`config.mk`:
```
export PLATFORM = sky130hd
export DESIGN_NAME = prate_gen
export DESIGN_NICKNAME = d
export VERILOG_FILES = /design/src/rtl/prate_pkg.sv /design/src/rtl/prate_regs.sv /design/src/rtl/prate_prescaler.sv /design/src/rtl/prate_status.sv /design/src/rtl/prate_gen.sv
export SDC_FILE = /design/constraint.sdc
export NUM_CORES = 1
export LEC_CHECK = 0
export BUFFER_PORTS_ARGS = -buffer_cell sky130_fd_sc_hd__buf_2
export CORE_MARGIN = 2
export CORE_UTILIZATION = 58
export CTS_CLUSTER_DIAMETER = 120
export DETAILED_ROUTE_END_ITERATION = 10
export PLACE_DENSITY = 0.8
export SYNTH_ARGS = -nofsm -noshare
export SYNTH_HDL_FRONTEND = slang
export SYNTH_SLANG_ARGS = --single-unit
```
`constraint.sdc`:
```
create_clock -name clk -period 3.6 [get_ports clk]
set_input_delay 0.36 -clock clk [delete_from_list [all_inputs] [get_ports clk]]
set_output_delay 0.36 -clock clk [all_outputs]
set_load 0.01 [all_outputs]
```
`src/rtl/prate_pkg.sv`:
```
package prate_pkg;
  localparam int unsigned DATA_W    = 8;
  localparam int unsigned ADDR_W    = 2;
  localparam int unsigned RATE_W    = 4;
  localparam int unsigned MODE_W    = 3;
  localparam int unsigned SHIFT_W   = 4;
  localparam int unsigned MAX_SHIFT = 14;
  localparam int unsigned CNT_W     = MAX_SHIFT;

  localparam logic [ADDR_W-1:0] ADR_CTLA = 2'd0;
  localparam logic [ADDR_W-1:0] ADR_CTLB = 2'd1;
  localparam logic [ADDR_W-1:0] ADR_STAT = 2'd2;

  localparam logic [MODE_W-1:0] MODE_RUN = 3'd2;

  // log2 of the period for a rate code; 0 means no event
  function automatic logic [SHIFT_W-1:0] rate_shift(input logic [RATE_W-1:0] code);
    logic [SHIFT_W-1:0] s;
    if (code == '0)
      s = '0;
    else if (code <= 4'd2)
      s = SHIFT_W'(code + 4'd6);
    else
      s = SHIFT_W'(code - 4'd1);
    return s;
  endfunction
endpackage

```
`src/rtl/prate_regs.sv`:
```
module prate_regs
  import prate_pkg::*;
#(
  parameter int unsigned P_DATA_W = DATA_W,
  parameter int unsigned P_ADDR_W = ADDR_W,
  parameter int unsigned P_RATE_W = RATE_W,
  parameter int unsigned P_MODE_W = MODE_W
) (
  input  logic                clk,
  input  logic                rst,
  input  logic                wr_en_i,
  input  logic [P_ADDR_W-1:0] addr_i,
  input  logic [P_DATA_W-1:0] wdata_i,
  output logic [P_RATE_W-1:0] rate_o,
  output logic                run_o,
  output logic                restart_o,
  output logic                ien_q_o,
  output logic                ien_d_o,
  output logic [P_DATA_W-1:0] ctla_rd_o,
  output logic [P_DATA_W-1:0] ctlb_rd_o
);
  localparam int unsigned MODE_LSB = P_RATE_W;
  localparam int unsigned IEN_BIT  = 6;

  logic [P_RATE_W-1:0] rate_q;
  logic [P_MODE_W-1:0] mode_q;
  logic                ien_q;
  logic                wr_a, wr_b;
  logic                unused_bits;

  assign wr_a = wr_en_i && (addr_i == ADR_CTLA);
  assign wr_b = wr_en_i && (addr_i == ADR_CTLB);
  assign unused_bits = ^{wdata_i[P_DATA_W-1], wdata_i[IEN_BIT-1:0]};

  always_ff @(posedge clk) begin
    if (rst) begin
      rate_q <= '0;
      mode_q <= '0;
      ien_q  <= 1'b0;
    end else begin
      if (wr_a) begin
        rate_q <= wdata_i[P_RATE_W-1:0];
        mode_q <= wdata_i[MODE_LSB +: P_MODE_W];
      end
      if (wr_b)
        ien_q <= wdata_i[IEN_BIT];
    end
  end

  assign rate_o    = rate_q;
  assign run_o     = (mode_q == MODE_RUN);
  assign restart_o = wr_a;
  assign ien_q_o   = ien_q;
  assign ien_d_o   = wr_b ? wdata_i[IEN_BIT] : ien_q;
  assign ctla_rd_o = P_DATA_W'({mode_q, rate_q});
  assign ctlb_rd_o = P_DATA_W'({ien_q, {IEN_BIT{1'b0}}});
endmodule

```
`src/rtl/prate_prescaler.sv`:
```
module prate_prescaler
  import prate_pkg::*;
#(
  parameter int unsigned P_CNT_W   = CNT_W,
  parameter int unsigned P_SHIFT_W = SHIFT_W
) (
  input  logic                 clk,
  input  logic                 rst,
  input  logic                 run_i,
  input  logic                 restart_i,
  input  logic [P_SHIFT_W-1:0] shift_i,
  output logic                 tick_o
);
  logic [P_CNT_W-1:0] cnt_q;
  logic [P_CNT_W-1:0] last;
  logic               active;

  assign last   = ~({P_CNT_W{1'b1}} << shift_i);
  assign active = run_i && (shift_i != '0);

  always_ff @(posedge clk) begin
    if (rst || !active || restart_i)
      cnt_q <= '0;
    else if (cnt_q == last)
      cnt_q <= '0;
    else
      cnt_q <= cnt_q + 1'b1;
  end

  assign tick_o = active && !restart_i && (cnt_q == last);

  p_cnt_in_range_r1: assert property (@(posedge clk) disable iff (rst)
    (shift_i != '0) |-> (cnt_q <= last));

  p_stop_clears_r3: assert property (@(posedge clk) disable iff (rst)
    !run_i |=> (cnt_q == '0));
endmodule

```
`src/rtl/prate_status.sv`:
```
module prate_status
  import prate_pkg::*;
#(
  parameter int unsigned P_DATA_W = DATA_W
) (
  input  logic                clk,
  input  logic                rst,
  input  logic                tick_i,
  input  logic                rd_stat_i,
  input  logic                ien_q_i,
  input  logic                ien_d_i,
  output logic [P_DATA_W-1:0] stat_rd_o,
  output logic                irq_o
);
  logic flag_q, flag_d, irq_q;

  assign flag_d = tick_i | (flag_q & !rd_stat_i);

  always_ff @(posedge clk) begin
    if (rst) begin
      flag_q <= 1'b0;
      irq_q  <= 1'b0;
    end else begin
      flag_q <= flag_d;
      irq_q  <= flag_d & ien_d_i;
    end
  end

  assign stat_rd_o = P_DATA_W'({flag_q & ien_q_i, flag_q, 6'b0});
  assign irq_o     = irq_q;

  p_tick_sets_flag_r5: assert property (@(posedge clk) disable iff (rst)
    tick_i |=> flag_q);

  p_read_clears_r6: assert property (@(posedge clk) disable iff (rst)
    (rd_stat_i && !tick_i) |=> !flag_q);

  p_irq_needs_en_r5: assert property (@(posedge clk) disable iff (rst)
    irq_o |-> ien_q_i);
endmodule

```
`src/rtl/prate_gen.sv`:
```
module prate_gen
  import prate_pkg::*;
#(
  parameter int unsigned P_DATA_W = DATA_W,
  parameter int unsigned P_ADDR_W = ADDR_W,
  parameter int unsigned P_CNT_W  = CNT_W
) (
  input  logic                clk,
  input  logic                rst,
  input  logic                wr_en,
  input  logic                rd_en,
  input  logic [P_ADDR_W-1:0] addr,
  input  logic [P_DATA_W-1:0] wdata,
  output logic [P_DATA_W-1:0] rdata,
  output logic                irq
);
  logic [RATE_W-1:0]   rate;
  logic [SHIFT_W-1:0]  shift;
  logic                run, restart, ien_q, ien_d, tick, rd_stat;
  logic [P_DATA_W-1:0] ctla_rd, ctlb_rd, stat_rd;
  logic [P_DATA_W-1:0] rdata_q;

  prate_regs #(
    .P_DATA_W(P_DATA_W), .P_ADDR_W(P_ADDR_W),
    .P_RATE_W(RATE_W),   .P_MODE_W(MODE_W)
  ) u_regs (
    .clk(clk), .rst(rst), .wr_en_i(wr_en), .addr_i(addr), .wdata_i(wdata),
    .rate_o(rate), .run_o(run), .restart_o(restart),
    .ien_q_o(ien_q), .ien_d_o(ien_d),
    .ctla_rd_o(ctla_rd), .ctlb_rd_o(ctlb_rd)
  );

  assign shift = rate_shift(rate);

  prate_prescaler #(
    .P_CNT_W(P_CNT_W), .P_SHIFT_W(SHIFT_W)
  ) u_pre (
    .clk(clk), .rst(rst), .run_i(run), .restart_i(restart),
    .shift_i(shift), .tick_o(tick)
  );

  assign rd_stat = rd_en && (addr == ADR_STAT);

  prate_status #(
    .P_DATA_W(P_DATA_W)
  ) u_stat (
    .clk(clk), .rst(rst), .tick_i(tick), .rd_stat_i(rd_stat),
    .ien_q_i(ien_q), .ien_d_i(ien_d), .stat_rd_o(stat_rd), .irq_o(irq)
  );

  always_ff @(posedge clk) begin
    if (rst)
      rdata_q <= '0;
    else if (rd_en) begin
      case (addr)
        ADR_CTLA: rdata_q <= ctla_rd;
        ADR_CTLB: rdata_q <= ctlb_rd;
        ADR_STAT: rdata_q <= stat_rd;
        default:  rdata_q <= '0;
      endcase
    end
  end

  assign rdata = rdata_q;

  p_halt_quiet_r3: assert property (@(posedge clk) disable iff (rst)
    !run |-> !tick);

  p_code0_quiet_r2: assert property (@(posedge clk) disable iff (rst)
    (rate == '0) |-> !tick);
endmodule

```
==> Yosys cells after proc, flatten, opt, wreduce, memory -nomap -nowiden <==
Index checks and enable logic that the tools add are counted.
{ "word_totals": {"ff_bits": 32, "inputBits": 14, "out_inout_bits": 9, "wordCells": 40} }
{ "op_classes": {"add_sub_neg": 3, "n_lt_le_gt_ge": 1, "n_eq_ne": 4, "n_shift": 1, "muxes": 4, "bitwise": 5, "reduce_logical": 15} }
{ "ops": {"columns": ["op", "count"], "rows": [
  ["case mux 8 bit (3 select lines)", 1],
  ["adder 14 x 1 -> 14 bit (second input constant)", 1],
  ["equality test 14 bit", 1],
  ["inverter 14 bit", 1],
  ["left shift 14 x 4 -> 14 bit (first input constant)", 1],
  ["two-way mux 4 bit", 2],
  ["logical AND 1 bit", 6],
  ["adder 4 x 3 -> 4 bit (second input constant)", 1],
  ["<= comparator 4 x 2 -> 1 bit (second input constant)", 1],
  ["zero test 4 bit", 1],
  ["nonzero test 4 bit", 1],
  ["subtractor 4 x 1 -> 4 bit (second input constant)", 1],
  ["bitwise AND 1 bit", 3],
  ["equality test 3 x 2 -> 1 bit (second input constant)", 1],
  ["zero test 1 bit", 3],
  ["equality test 2 x 1 -> 1 bit (second input constant)", 1],
  ["equality test 2 bit (second input constant)", 1],
  ["zero test 2 bit", 1],
  ["logical OR 1 bit", 2],
  ["OR reduction 2 bit", 1],
  ["two-way mux 1 bit", 1],
  ["OR 1 bit", 1]
]} }

==> Logic depth before layout (Yosys ltp) <==
{ "logic_depth": {"depth_word": 9, "depth_mapped": 14, "depth_no_buf": 10} }

==> Modules after synthesis <==
Synthesis repeated with hierarchy kept, for this count alone.
{ "unflattened": {"cells_unflattened": 298, "area_unflattened_um2": 2404.8} }
{ "by_module_without_submodules": {"columns": ["module", "instances", "cells_each", "area_per_inst_um2", "seq_area_each_um2"], "rows": [
  ["prate_prescaler", 1, 148, 1123.6, 280.3],
  ["prate_gen", 1, 83, 659.4, 160.2],
  ["prate_regs", 1, 51, 493.0, 160.2],
  ["prate_status", 1, 16, 128.9, 40.0]
]} }

==> Worst setup path after synthesis <==
OpenSTA, ideal clock, no wires.
{ "synth_timing": {"kind": "reg2reg", "startpoint": "register u_regs.rate_q[0], in the netlist u_regs.rate_o[0]", "endpoint": "register u_pre.cnt_q[10]", "setup_ps": 73, "t_arrival_ps": 2628, "required_time_ps": 3527, "path_slack_ps": 899, "stages_incl_launch_ff": 12, "path_buffers": 3, "period_less_slack_ps": 2701, "cell_sequence": "dfxtp_1 > inv_1 > ha_1 > buf_2 > or4_4 > nand3_2 > nor3_4 > or4_1 > or2_1 > buf_6 > buf_6 > nor3_2"} }
{ "synth_between": {"elab_chain_cells": 9, "word_cells_on_any_way": 15, "classes_between": "2 x add/sub; 1 x order compare; 1 x eq/ne; 1 x shift; 2 x mux; 1 x bitwise; 7 x reduce/logical"} }
{ "synth_lines": {"columns": ["item", "line_no", "source"], "rows": [
  ["start, declared", "prate_regs.sv:25", "logic [P_RATE_W-1:0] rate_q;"],
  ["start signal, assigned", "prate_regs.sv:42", "rate_q <= wdata_i[P_RATE_W-1:0];"],
  ["subtractor 4 x 1 -> 4 bit, or another cell as far along", "prate_pkg.sv:24", "s = SHIFT_W'(code - 4'd1);"],
  ["two-way mux 4 bit", "prate_pkg.sv:21", "else if (code <= 4'd2)"],
  ["two-way mux 4 bit *", "prate_pkg.sv:19", "if (code == '0)"],
  ["parallel branches: the longest is 5 deep, another holds left shift 14 x 4 -> 14 bit", null, null],
  ["OR reduction 2 bit (no source line) *", null, null],
  ["end signal, assigned", "prate_prescaler.sv:27", "cnt_q <= cnt_q + 1'b1;"],
  ["end, declared", "prate_prescaler.sv:14", "logic [P_CNT_W-1:0] cnt_q;"]
]} }
Every way passes the cells marked *.
A chain may end at the register's enable or synchronous reset.

==> Worst setup path after layout <==
{ "layout_timing": {"startpoint": "register u_regs.rate_q[1], in the netlist u_regs.rate_o[1]", "endpoint": "register u_pre.cnt_q[2]"} }
Same word-level chain as after synthesis.

==> flow_metrics.env <==
export IMPL_hold_buffers=0
export IMPL_period_share_pct=90.12
export IMPL_worstPathRequired_ps=3800
export IMPL_worst_pin_slew_ps=715.1
export IMPL_cts_clk_slew_worst_paths_ps=100
export IMPL_io_buffer_count=21
export IMPL_synth_cell_type_count=60
export IMPL_place_congestion=0.9605
export IMPL_postSynthAreaPerCell_um2=8.302
export IMPL_area_growth_pct=6.547
export IMPL_io_pins=23
export IMPL_rsz0062_at_grt="false"
export IMPL_slew_viol_final=0
export IMPL_cts_root_buf="clkbuf_4"
export IMPL_start_kind="flip-flop"
export IMPL_fmax_ghz=0.3082
export IMPL_hpwl_um=2937
export IMPL_arrival_ps=3440
export IMPL_timing_rr_end="u_pre.cnt_q[2]$_SDFF_PP0_"
export IMPL_htreeDepth=2
export IMPL_post_cts_buffers=0
export IMPL_hp_class="primary input to flip-flop"
export IMPL_reg2reg_slack_ps=360
export IMPL_tns_ps=0
export IMPL_yosysTopAreaCellShare_pct=31.62
export IMPL_wl_met3_um=196
export IMPL_overflow=0
export IMPL_synth_nets=263
export IMPL_grt_pass1_vias=1597
export IMPL_max_cap_viol_count=0
export IMPL_routed_via_count=1785
export IMPL_setup_viol=0
export IMPL_worstPathMaxFanout=13
export IMPL_cts_made_buffers=5
export IMPL_antenna_found_initial=0
export IMPL_synth_main_ff_cell="dfxtp_1"
export IMPL_clock_tree_buffer_depth=2
export IMPL_leakagePower_uw=0.0007295
export IMPL_r2r_cells=11
export IMPL_yosysWarnings=0
export IMPL_ys_seq_area_share_pct=31.62
export IMPL_drc=0
export IMPL_yosys_cell_count_top_type="dfxtp_1"
export IMPL_postSynthCellCount=244
export IMPL_firstDrtPassIters=4
export IMPL_reg2reg_from="u_regs.rate_o[1]$_SDFFE_PP0P_"
export IMPL_die_w_um=63.10
export IMPL_via_per_inst=5.852
export IMPL_drt_met1_wl_um=1945
export IMPL_clock_latency_ps=330
export IMPL_synthArstFlopShare_pct=0
export IMPL_criticalPathCategory="flip-flop to flip-flop"
export IMPL_dieArea_um2=3982
export IMPL_wl_per_cell_um=13.19
export IMPL_yosys_top_cells_count="32 x dfxtp_1, 31 x nand2_1, 18 x a21oi_1"
export IMPL_finalWorstPathRequiredPeriod_ps=3244
export IMPL_status="completed"
export IMPL_n_antenna_cell=0
export IMPL_syn_cell_area_um2=2026
export IMPL_relSlewSlack_pct=52.32
export IMPL_worstSetupEndpoint="u_pre.cnt_q[2]$_SDFF_PP0_"
export IMPL_highest_layer="met4"
export IMPL_die_y_um=63.10
export IMPL_fin_skew_ps=4.851
export IMPL_grt_pass1_wl_um=6920
export IMPL_synth_area_leaders="dfxtp_1 32%, nand2_1 5.7%, nor3_2 4.9%"
export IMPL_grt_max_degree=19
export IMPL_ir_drop_uv=261.3
export IMPL_drt_initial_drc_count=91
export IMPL_drive_gt1_share_pct=20.46
export IMPL_postCtsResizedCells=0
export IMPL_nNetsFinal=277
export IMPL_synth_edff_count=0
export IMPL_row_count=21
export IMPL_ant_nets=0
export IMPL_endpoint_kind="flip-flop"
export IMPL_hold_viol=0
export IMPL_hold_worst_slack_ps=262.6
export IMPL_synth_seq_cells=32
export IMPL_p_per_area_nw_per_um2=326.2
export IMPL_start_util_pct=60.70
export IMPL_crit_start="u_regs.rate_o[1]$_SDFFE_PP0P_"
export IMPL_clock_sinks=32
export IMPL_grt_usage_pct=21.55
export IMPL_dr_wl_met2_um=1826
export IMPL_routed_wl_um=4024
export IMPL_coreArea_um2=3337
export IMPL_yosysTopAreaCell="dfxtp_1"
export IMPL_cts_tree="done"
[final cells by class]
type | instances | area, um^2
Tap cell | 46 | 57.56
Clock inverter | 2 | 10.01
Timing Repair Buffer | 22 | 112.6
Inverter | 7 | 26.28
Sequential cell | 32 | 640.6
Multi-Input combinational cell | 190 | 1260
Clock buffer | 6 | 51.30
Fill cell | 304 | 1179
[worst min-delay path by stage]
stage          cells past startpoint                             to                          start
6_report                           3  u_regs.mode_q[0]$_SDFFE_PP0P_                       wdata[4]
4_1_cts                            3  u_regs.mode_q[0]$_SDFFE_PP0P_                       wdata[4]
2_1_floorplan                      2  u_regs.mode_q[2]$_SDFFE_PP0P_  u_regs.mode_q[2]$_SDFFE_PP0P_
3_3_place_gp                       2          rdata[5]$_SDFFE_PP0P_          rdata[5]$_SDFFE_PP0P_
5_1_grt                            3  u_regs.rate_o[3]$_SDFFE_PP0P_                       wdata[3]
3_5_place_dp                       2          rdata[1]$_SDFFE_PP0P_          rdata[1]$_SDFFE_PP0P_
[flip-flops by register name, summed over array words and instances (netlist names)]
register	cells
u_stat.flag_q	1
u_pre.cnt_q	14
rdata	8
u_stat.irq_o	1
u_regs.ien_q_o	1
u_regs.mode_q	3
u_regs.rate_o	4
[stage by stage]
stage / utilization (%) / instance area, um^2 / power (uW) / setup WS [ps] / cells
after floorplan: - / 2026 / 478.8 / 899.0 / 244
after global placement: 62.84 / 2097 / 496.9 / 472.1 / 297
after detailed placement: 62.84 / 2097 / 498.5 / 425.5 / 297
after CTS: 64.68 / 2158 / 710.3 / 409.9 / 305
after global routing: 64.68 / 2158 / 739.4 / 134.8 / 305
final: 64.68 / 2158 / 704.0 / 355.6 / 305
[metal layers]
metal,vias to the layer above,track usage [%]
met5,-,0
met4,0,7.500
met3,6,4.821
met2,34,34.18
met1,843,28.81
li1,902,-
[power breakdown]
group          switching [uW]  internal (uW)  total (uW)
registers                5.01            358         363
logic                    80.3           48.7         129
clock network             119           92.8         212
total                     205            499         704
[logic make-up after synthesis]
| kind of cell | count (synthesis) | synth area share [%] |
|---|---|---|
| fa+ha+maj | 5 | 3.088 |
| compound gates | 50 | 18.04 |
| buf+inv | 22 | 6.177 |
| simple gates | 121 | 34.96 |
| mux | 1 | 0.4942 |
| flops | 32 | 31.62 |
| xor+xnor | 13 | 5.621 |
[critical path, stage by stage (launching register included)]
cell and delay, ps:
dfxtp_1 490, inv_1 150, ha_1 350, nand3b_1 140
o21ai_1 110, or2_0 340, buf_4 230, a31o_2 250
a21o_1 180, a221oi_2 330, and4_4 430, nor3_1 90
[layout by cell type, fill, tap and decap left out, drive strengths merged, types with 4 or more instances in the layout]
cell type  Yosys  layout
nor3          20      20
ha             5       5
xnor2          7       7
nand2         31      31
o21ai          4       4
nor4           6       6
nor2          13      13
and3           4       4
buf            9      22
a21oi         18      18
nand3         17      17
nand2b        10      10
xor2           6       6
inv            7       7
dfxtp         32      32
clkbuf         6       6
Note: power is estimated with default switching activity, not from simulation.
